## src/rtl/pfsim_pkg.sv

```systemverilog
package pfsim_pkg;
  localparam int NUM_PI    = 3;
  localparam int NUM_PO    = 2;
  localparam int NUM_LINES = 7;
  localparam int LINE_W    = $clog2(NUM_LINES);
  localparam int ENTRY_W   = LINE_W + 1;

  typedef struct packed {
    logic loadPass;  // latch a new fault table
    logic evalVec;   // grade the presented vector
    logic keepAll;   // dropping suppressed in this pass
  } pfsim_strobe_t;
endpackage

```

## src/rtl/pfsim_netlist.sv

```systemverilog
module pfsim_netlist
  import pfsim_pkg::*;
#(
  parameter int W = 8
) (
  input  logic [NUM_PI-1:0]               vecIn,
  input  logic [NUM_LINES-1:0][W-1:0]     mask0,
  input  logic [NUM_LINES-1:0][W-1:0]     mask1,
  output logic [NUM_PO-1:0][W-1:0]        poWord
);
  function automatic logic [W-1:0] applyForce(input logic [W-1:0] v,
                                              input logic [W-1:0] z,
                                              input logic [W-1:0] o);
    return (v & ~z) | o;
  endfunction

  logic [W-1:0] n0, n1, n2, n3, n4, n5, n6;

  // primary inputs are broadcast to every machine, then forced
  assign n0 = applyForce({W{vecIn[0]}}, mask0[0], mask1[0]);
  assign n1 = applyForce({W{vecIn[1]}}, mask0[1], mask1[1]);
  assign n2 = applyForce({W{vecIn[2]}}, mask0[2], mask1[2]);
  // gates, each output forced before its readers see it
  assign n3 = applyForce(n0 & n1,    mask0[3], mask1[3]);
  assign n4 = applyForce(~(n1 & n2), mask0[4], mask1[4]);
  assign n5 = applyForce(n3 | n4,    mask0[5], mask1[5]);
  assign n6 = applyForce(n3 ^ n2,    mask0[6], mask1[6]);

  assign poWord[0] = n5;
  assign poWord[1] = n6;
endmodule

```

## src/rtl/pfsim_ctrl.sv

```systemverilog
module pfsim_ctrl
  import pfsim_pkg::*;
(
  input  logic          clk,
  input  logic          rstN,
  input  logic          passStart,
  input  logic          noDropIn,
  input  logic          vecValid,
  input  logic          vecLast,
  input  logic          allCovered,
  output pfsim_strobe_t strobe,
  output logic          busy,
  output logic          passDone
);
  typedef enum logic {ST_IDLE, ST_RUN} pass_state_t;
  pass_state_t stateQ;
  logic        keepAllQ;
  logic        endPass;

  always_comb begin
    strobe.loadPass = passStart;
    strobe.evalVec  = !passStart && (stateQ == ST_RUN) && vecValid;
    strobe.keepAll  = keepAllQ;
    endPass         = strobe.evalVec && (vecLast || (!keepAllQ && allCovered));
  end

  always_ff @(posedge clk or negedge rstN) begin
    if (!rstN) begin
      stateQ   <= ST_IDLE;
      keepAllQ <= 1'b0;
      passDone <= 1'b0;
    end else begin
      passDone <= endPass;
      if (strobe.loadPass) begin
        stateQ   <= ST_RUN;
        keepAllQ <= noDropIn;
      end else if (endPass) begin
        stateQ   <= ST_IDLE;
      end
    end
  end

  assign busy = (stateQ == ST_RUN);
endmodule

```

## src/rtl/pfsim_datapath.sv

```systemverilog
module pfsim_datapath
  import pfsim_pkg::*;
#(
  parameter int W     = 8,
  parameter int CNT_W = 16
) (
  input  logic                      clk,
  input  logic                      rstN,
  input  pfsim_strobe_t             strobe,
  input  logic [(W-1)*ENTRY_W-1:0]  faultTable,
  input  logic [W-2:0]              faultValid,
  input  logic [NUM_PI-1:0]         vecIn,
  output logic                      allCovered,
  output logic                      detValid,
  output logic [W-2:0]              detMask,
  output logic [W-2:0]              detectedMap,
  output logic [CNT_W-1:0]          detCount,
  output logic [CNT_W-1:0]          totalFaults
);
  localparam int SLOTS = W - 1;

  logic [NUM_LINES-1:0][W-1:0] m0Next, m1Next, m0Q, m1Q;
  logic [SLOTS-1:0]            validQ;
  logic [NUM_PO-1:0][W-1:0]    poWord;
  logic [W-1:0]                diffAll;
  logic [SLOTS-1:0]            faultDiff, newHits, report, mapNext;

  // force masks: slot sl drives bit sl of its line's mask
  for (genvar ln = 0; ln < NUM_LINES; ln++) begin : g_line
    assign m0Next[ln][0] = 1'b0;
    assign m1Next[ln][0] = 1'b0;
    for (genvar sl = 1; sl < W; sl++) begin : g_slot
      logic [ENTRY_W-1:0] ent;
      logic               hit;
      assign ent = faultTable[(sl-1)*ENTRY_W +: ENTRY_W];
      assign hit = faultValid[sl-1] && (ent[LINE_W-1:0] == LINE_W'(ln));
      assign m0Next[ln][sl] = hit && !ent[ENTRY_W-1];
      assign m1Next[ln][sl] = hit &&  ent[ENTRY_W-1];
    end
  end

  pfsim_netlist #(.W(W)) u_netlist (
    .vecIn  (vecIn),
    .mask0  (m0Q),
    .mask1  (m1Q),
    .poWord (poWord)
  );

  // compare every machine with bit 0 at each primary output
  always_comb begin
    diffAll = '0;
    for (int p = 0; p < NUM_PO; p++) begin
      diffAll = diffAll | (poWord[p] ^ {W{poWord[p][0]}});
    end
    faultDiff  = diffAll[W-1:1] & validQ;
    newHits    = faultDiff & ~detectedMap;
    report     = strobe.keepAll ? faultDiff : newHits;
    mapNext    = detectedMap | newHits;
    allCovered = ((mapNext & validQ) == validQ);
  end

  always_ff @(posedge clk or negedge rstN) begin
    if (!rstN) begin
      m0Q         <= '0;
      m1Q         <= '0;
      validQ      <= '0;
      detValid    <= 1'b0;
      detMask     <= '0;
      detectedMap <= '0;
      detCount    <= '0;
      totalFaults <= '0;
    end else begin
      detValid <= 1'b0;
      detMask  <= '0;
      if (strobe.loadPass) begin
        m0Q         <= m0Next;
        m1Q         <= m1Next;
        validQ      <= faultValid;
        detectedMap <= '0;
        totalFaults <= totalFaults + CNT_W'($countones(faultValid));
      end else if (strobe.evalVec) begin
        detValid    <= 1'b1;
        detMask     <= report;
        detectedMap <= mapNext;
        detCount    <= detCount + CNT_W'($countones(newHits));
      end
    end
  end
endmodule

```

## src/rtl/pfsim_engine.sv

```systemverilog
module pfsim_engine
  import pfsim_pkg::*;
#(
  parameter int W     = 8,
  parameter int CNT_W = 16
) (
  input  logic                        clk,
  input  logic                        rstN,
  input  logic                        passStart,
  input  logic                        noDropIn,
  input  logic [(W-1)*ENTRY_W-1:0]    faultTable,
  input  logic [W-2:0]                faultValid,
  input  logic                        vecValid,
  input  logic [NUM_PI-1:0]           vecIn,
  input  logic                        vecLast,
  output logic                        busy,
  output logic                        passDone,
  output logic                        detValid,
  output logic [W-2:0]                detMask,
  output logic [W-2:0]                detectedMap,
  output logic [CNT_W-1:0]            detCount,
  output logic [CNT_W-1:0]            totalFaults
);
  pfsim_strobe_t strobe;
  logic          allCovered;

  pfsim_ctrl u_ctrl (
    .clk        (clk),
    .rstN       (rstN),
    .passStart  (passStart),
    .noDropIn   (noDropIn),
    .vecValid   (vecValid),
    .vecLast    (vecLast),
    .allCovered (allCovered),
    .strobe     (strobe),
    .busy       (busy),
    .passDone   (passDone)
  );

  pfsim_datapath #(.W(W), .CNT_W(CNT_W)) u_dp (
    .clk         (clk),
    .rstN        (rstN),
    .strobe      (strobe),
    .faultTable  (faultTable),
    .faultValid  (faultValid),
    .vecIn       (vecIn),
    .allCovered  (allCovered),
    .detValid    (detValid),
    .detMask     (detMask),
    .detectedMap (detectedMap),
    .detCount    (detCount),
    .totalFaults (totalFaults)
  );
endmodule

```

## config.mk

```make
export PLATFORM = sky130hd
export DESIGN_NAME = pfsim_engine
export DESIGN_NICKNAME = d
export VERILOG_FILES = /design/src/rtl/pfsim_pkg.sv /design/src/rtl/pfsim_netlist.sv /design/src/rtl/pfsim_ctrl.sv /design/src/rtl/pfsim_datapath.sv /design/src/rtl/pfsim_engine.sv
export SDC_FILE = /design/constraint.sdc
export NUM_CORES = 1
export LEC_CHECK = 0
export BUFFER_PORTS_ARGS = -buffer_cell sky130_fd_sc_hd__buf_2
export CAP_MARGIN = 25
export CORE_ASPECT_RATIO = 2
export CORE_MARGIN = 5
export CORE_UTILIZATION = 59
export DETAILED_ROUTE_END_ITERATION = 6
export GPL_TIMING_DRIVEN = 1
export HOLD_SLACK_MARGIN = 0.02
export PLACE_DENSITY = 0.79
export SKIP_CTS_REPAIR_TIMING = 1
export SYNTH_ARGS = -nofsm -noshare
export SYNTH_HDL_FRONTEND = slang
export SYNTH_SLANG_ARGS = --single-unit
```

## constraint.sdc

```tcl
create_clock -name clk -period 5.2 [get_ports clk]
set_clock_uncertainty 0.15 [all_clocks]
set_input_delay 0.52 -clock clk [delete_from_list [all_inputs] [get_ports clk]]
set_output_delay 0.52 -clock clk [all_outputs]
set_load 0.1 [all_outputs]
```

**After elaboration in Yosys (flattened, before gate mapping)**

Cells that the tools add are included.

- Logic and storage cells: 295
- Output and inout port bits: 49
- Input bits: 44
- Bits in registers: 155

- Muxes and demuxes: 9
- Bitwise gates (word level): 35
- Equal/unequal tests: 43
- Add/subtract/negate cells: 14
- Reduce and logical (&&, ||, !) cells: 171

Operator list:

| operator | count |
|---|---|
| 1-bit logical AND | 151 |
| 16-bit adder | 6 |
| 8-bit bitwise AND | 9 |
| 8-bit bitwise OR | 9 |
| 8-bit NOT | 8 |
| 3-bit == test (second input constant) | 21 |
| 3-bit by 2-bit == test with 1-bit output (second input constant) | 14 |
| 7-bit two-way mux | 5 |
| 16-bit by 1-bit adder with 16-bit output | 2 |
| 8-bit bitwise XOR | 3 |
| 7-bit bitwise AND | 3 |
| 3-bit by 1-bit == test with 1-bit output (second input constant) | 7 |
| 3-bit logical NOT | 7 |
| 1-bit by 1-bit adder with 2-bit output | 6 |
| 1-bit logical NOT | 9 |
| 7-bit == test | 1 |
| 7-bit NOT | 1 |
| 7-bit bitwise OR | 1 |
| 1-bit two-way mux | 4 |
| 2-bit nonzero test | 2 |
| 2-bit AND reduction | 1 |
| 1-bit logical OR | 1 |
| 1-bit NOT | 1 |

**Logic depth before layout (Yosys ltp)**

- Word-level depth: 22
- Mapped depth: 22

**Cells and area by module**

Synthesis repeated with hierarchy kept, for this count alone.

- Cells, all modules: 705
- Area, all modules: 7746.2 µm²

Modules (own cells, without submodules):

| module | instances | area an instance (µm²) | cells each | seq. area each (µm²) |
|---|---|---|---|---|
| pfsim_datapath | 1 | 6730.2 | 562 | 3803.6 |
| pfsim_netlist | 1 | 870.8 | 130 | 0.0 |
| pfsim_ctrl | 1 | 145.1 | 13 | 75.1 |

**Worst setup path after synthesis**

Ideal clock, no wire load.

- Path kind: input to register
- From: in vecIn[1]
- To: reg u_dp.detCount[13]
- Library setup time: 0.158 ns
- Path slack: 0.634 ns
- Arrival time: 4.258 ns
- Required time: 4.892 ns
- Stages on the path: 20
- Path through: buf_4 > a21bo_2 > a2111oi_2 > o2bb2a_1 > nand4b_1 > nand4bb_1 > and3_1 > ha_1 > fa_1 > inv_1 > fa_1 > inv_1 > ha_1 > fa_1 > a21oi_1 > nor2_1 > nand3_1 > nor2_1 > nand4_1 > xnor2_1

- Longest elaborated chain between the ends: 17

Ends and longest elaborated chain:

| item | RTL line | text |
|---|---|---|
| start, declared | pfsim_engine.sv:14 | `input logic [NUM_PI-1:0] vecIn,` |
| 8-bit bitwise AND * | pfsim_netlist.sv:14 | `return (v & ~z) \| o;` |
| 8-bit bitwise OR * | pfsim_netlist.sv:14 |  |
| 8-bit bitwise AND | pfsim_netlist.sv:25 | `assign n4 = applyForce(~(n1 & n2), mask0[4], mask1[4]);` |
| 8-bit NOT | pfsim_netlist.sv:25 |  |
| 8-bit bitwise AND | pfsim_netlist.sv:14 |  |
| 8-bit bitwise OR | pfsim_netlist.sv:14 |  |
| 8-bit bitwise OR | pfsim_netlist.sv:26 | `assign n5 = applyForce(n3 \| n4, mask0[5], mask1[5]);` |
| 8-bit bitwise AND | pfsim_netlist.sv:14 |  |
| 8-bit bitwise OR | pfsim_netlist.sv:14 |  |
| 8-bit bitwise XOR | pfsim_datapath.sv:53 | `diffAll = diffAll \| (poWord[p] ^ {W{poWord[p][0]}});` |
| 8-bit bitwise OR * | pfsim_datapath.sv:53 |  |
| 7-bit bitwise AND * | pfsim_datapath.sv:55 | `faultDiff = diffAll[W-1:1] & validQ;` |
| 7-bit bitwise AND * | pfsim_datapath.sv:56 | `newHits = faultDiff & ~detectedMap;` |
| 1-bit by 1-bit adder with 2-bit output (implied by the code) | pfsim_datapath.sv:85 | `detCount <= detCount + CNT_W'($countones(newHits));` |
| 16-bit adder (implied by the code) / 16-bit by 1-bit adder with 16-bit output (equally long branches) | pfsim_datapath.sv:85 |  |
| 16-bit adder (implied by the code) * | pfsim_datapath.sv:85 |  |
| 16-bit adder * | pfsim_datapath.sv:85 |  |
| end signal, assigned | pfsim_datapath.sv:85 |  |
| end, declared | pfsim_datapath.sv:17 | `output logic [CNT_W-1:0] detCount,` |

Every way passes the cells marked *; elsewhere a longest branch is shown, timed or not.
A chain may end at the register's enable or synchronous reset.

**Worst setup path in the final report**

- From: reg u_dp.m1Q[10] (netlist bit)
- To: reg u_dp.detCount[13]

- Longest elaborated chain between the ends: 16

Ends and longest elaborated chain:

| item | RTL line | text |
|---|---|---|
| start, declared | pfsim_datapath.sv:22 | `logic [NUM_LINES-1:0][W-1:0] m0Next, m1Next, m0Q, m1Q;` |
| start signal, assigned | pfsim_datapath.sv:77 | `m1Q <= m1Next;` |
| 8-bit bitwise OR * | pfsim_netlist.sv:14 |  |
| 8-bit bitwise AND | pfsim_netlist.sv:25 |  |
| 8-bit NOT | pfsim_netlist.sv:25 |  |
| 8-bit bitwise AND | pfsim_netlist.sv:14 |  |
| 8-bit bitwise OR | pfsim_netlist.sv:14 |  |
| 8-bit bitwise OR | pfsim_netlist.sv:26 |  |
| 8-bit bitwise AND | pfsim_netlist.sv:14 |  |
| 8-bit bitwise OR | pfsim_netlist.sv:14 |  |
| 8-bit bitwise XOR | pfsim_datapath.sv:53 |  |
| 8-bit bitwise OR * | pfsim_datapath.sv:53 |  |
| 7-bit bitwise AND * | pfsim_datapath.sv:55 |  |
| 7-bit bitwise AND * | pfsim_datapath.sv:56 |  |
| 1-bit by 1-bit adder with 2-bit output (implied by the code) * | pfsim_datapath.sv:85 |  |
| 16-bit adder (implied by the code) * (2 in series) | pfsim_datapath.sv:85 |  |
| 16-bit adder * | pfsim_datapath.sv:85 |  |

Marked as above.

==> flow_summary.toml <==
[outcome]
status = "complete, no violations"

[floorplanning]
placementRows = 60
fp.coreArea_um2 = 13400
io_pins = 93
die_x_um = 92.1
die_h_um = 174
initial_utilization = 0.596
die_area_um2 = 16100

[synthesis]
synthTopCellsByCount = "dfrtp_1, inv_1, o2bb2ai_1"
ys_warn_count = 0
synth_edf_count = 0
synth_cell_types = 71
ys_seq_area_frac = 0.487
yosys_most_used_dff = "dfrtp_1"
yosysMostFrequentCell = "dfrtp_1"
yosys.area.top_type = "dfrtp_1"
syn_nets = 847
ys_seq_elements = 155
synthTopCellsByArea = "dfrtp_1, o2bb2ai_1, inv_1"
async_reset_ff_frac = 1.00
syn-cell-area_um2 = 7960
syn_area_per_cell_um2 = 10.2
synthCells = 779
synth_top_area_share = 0.487

[grt]
grt_max_degree = 57
antenna_found_initial = 1
grt_pass1_vias = 7162
grt.overflow.total = 0
grt_pass1_wl_um = 34500
grtUsageTotal = 0.269

[finish]
syn2layout_area_growth_pct = 15.1
nets = 944
drive_gt1_frac = 0.190
multi_input_area_um2 = 3710
regArea_um2 = 3880
fillers = 1029

[run]
drv_cap = 0

[power_and_ir_drop]
p_per_area_nw_per_um2 = 395
switching_share = 0.385
power_switching_mw = 1.39
ir_drop_uv = 496
clkPwrFrac = 0.332
p_int_mw = 2.22
p_leak_nw = 4.19
comb_power_share = 0.291
power_frac_seq = 0.377

[route]
remaining_drc_errors = 0
drtAntennaViolNets = 0
drtIter0Drc = 402
drt-pass1-iter-count = 7
num_vias = 6667
routed_wl_um = 20900
wire_per_inst_um = 20.0
viasPerCell = 6.38

[sta]
fmax_mhz = 211
tightest_slew_ps = 754
setup_viol_count_final = 0
holdWs_ps = 176
slew_headroom = 0.497
hold_viol_final = 0
setup_tns_ps = 0
min_period_ps = 4750
finalCritPeriodShare = 0.913
rsz0062_at_grt = "false"
drv_slew = 0

[clock_tree]
cts_root_buf = "clkbuf_16"
cts_buffers = 17
cts_tree = "built"
path_clk_slew_ps = 70
clock-sinks = 155
clk_latency_ps = 430
clockBufferDepth = 2
htree_num_levels = 4

[worst_setup_path]
endpoint_kind = "flip-flop"
reg2reg_slack_ps = 450
start_kind = "flip-flop"
worstReg2RegStart = "u_dp.m1Q[10]$_DFFE_PN0P_"
cp.arrival_ps = 4950
critPathLaunch = "u_dp.m1Q[10]$_DFFE_PN0P_"
path_class = "flip-flop to flip-flop"
reg2reg_to = "u_dp.detCount[13]$_DFFE_PN0P_"
reg2reg_depth = 18
cp_max_fo = 3
crit_required_ps = 5400
crit_path_end = "u_dp.detCount[13]$_DFFE_PN0P_"

[placed_design]
io_buffers = 92
gp_congestion = 0.894
hpwl_um = 15200

[min_path]
hp-class = "input port to flip-flop"
==> area by class of cell <==
class	count	area share
Inverter	68	0.0279
Sequential cell	155	0.423
Timing Repair Buffer	103	0.0602
Clock inverter	15	0.0156
Multi-Input combinational cell	531	0.405
Tap cell	155	0.0212
Clock buffer	17	0.0464
Antenna cell	1	0.000273
==> flip-flops by register name, indices dropped and copies added (netlist names), 7 cells and up <==
register / count
u_dp.detCount: 16
u_dp.detMask: 7
u_dp.detectedMap: 7
u_dp.m0Q: 49
u_dp.m1Q: 49
u_dp.totalFaults: 16
u_dp.validQ: 7
==> worst min path at each step <==
stage               slack, ps                         endpoint  depth (start not counted)                           from
finish                    180      u_ctrl.keepAllQ$_DFFE_PN0P_                          3                       noDropIn
global route              200          u_dp.m0Q[3]$_DFFE_PN0P_                          2                  faultTable[8]
CTS                      -130         u_dp.m0Q[15]$_DFFE_PN0P_                          1                           rstN
detailed placement        320  u_dp.detectedMap[6]$_DFFE_PN0P_                          1                           rstN
global placement          300    u_dp.detCount[15]$_DFFE_PN0P_                          1  u_dp.detCount[15]$_DFFE_PN0P_
floorplan                  70          u_ctrl.busy$_DFFE_PN0P_                          0                           rstN
==> layout by cell type (no fill, tap or decap), types with 5 or more instances in the layout <==
cell type / count
dfrtp_1: 155
buf_2: 91
inv_1: 67
o2bb2ai_1: 63
nand2_1: 56
nor2_1: 43
nand2b_1: 30
nand3_1: 26
a21oi_1: 26
o22ai_1: 24
o21ai_0: 22
xnor2_1: 19
or2_2: 18
or3_1: 17
clkbuf_16: 17
nand4_1: 16
nor2b_1: 14
ha_1: 14
nor3_1: 13
o32ai_1: 12
nand3b_1: 12
fa_1: 10
buf_4: 10
a2111oi_0: 9
xor2_1: 8
nor4b_1: 5
==> metrics by stage <==
| stage | power (mW) | util | cells | setup slack (ps) | area [µm²] |
|---|---|---|---|---|---|
| 2_1_floorplan | 2.17 | - | 779 | 634 | 7960 |
| 3_3_place_gp | 2.39 | 0.642 | 1011 | 196 | 8580 |
| 3_5_place_dp | 2.43 | 0.642 | 1011 | 69.6 | 8580 |
| 4_1_cts | 3.63 | 0.685 | 1043 | 427 | 9150 |
| 5_1_grt | 3.77 | 0.686 | 1045 | 152 | 9160 |
| 6_report | 3.62 | 0.686 | 1045 | 451 | 9160 |
==> logic make-up after synthesis <==
| group | after synthesis | share of synthesized area |
|---|---|---|
| simple gates | 274 | 0.187 |
| compound gates | 202 | 0.195 |
| flops | 155 | 0.487 |
| buf+inv | 93 | 0.0464 |
| xor+xnor | 27 | 0.0297 |
| fa+ha+maj | 24 | 0.0471 |
| mux | 4 | 0.00691 |
==> power by group through the flow <==
stage / Combinational, mW / Clock (mW) / Sequential, mW
final: 1.05 / 1.20 / 1.36
after global routing: 1.13 / 1.26 / 1.38
after CTS: 1.06 / 1.21 / 1.36
after detailed placement: 1.05 / 0 / 1.38
after global placement: 1.01 / 0 / 1.38
after floorplan: 0.385 / 0 / 1.78
==> worst max-delay path, cell delays in order (launching register included) <==
cell and delay (ps):
dfrtp_1 430, or2_2 320, o221ai_2 250, xor2_1 240, a21oi_1 100, o311ai_1 330, nand2_1 160, nor2_1 140
ha_1 260, fa_1 530, fa_1 430, ha_1 230, fa_1 410, a21oi_1 150, nor2_1 80, nand3_1 140
nor2_1 80, nand4_1 110, xnor2_1 120
==> routing by layer <==
metal / share of wire / wire (µm) / up-vias / track usage
met4: 0.044 / 917 / 0 / 0.153
met2: 0.53 / 11200 / 250 / 0.487
met1: 0.38 / 7830 / 3290 / 0.295
met5: 0 / 0 / - / 0
met3: 0.046 / 965 / 74 / 0.0394
li1: - / - / 3053 / -
Power figures use the tool's default switching activity.
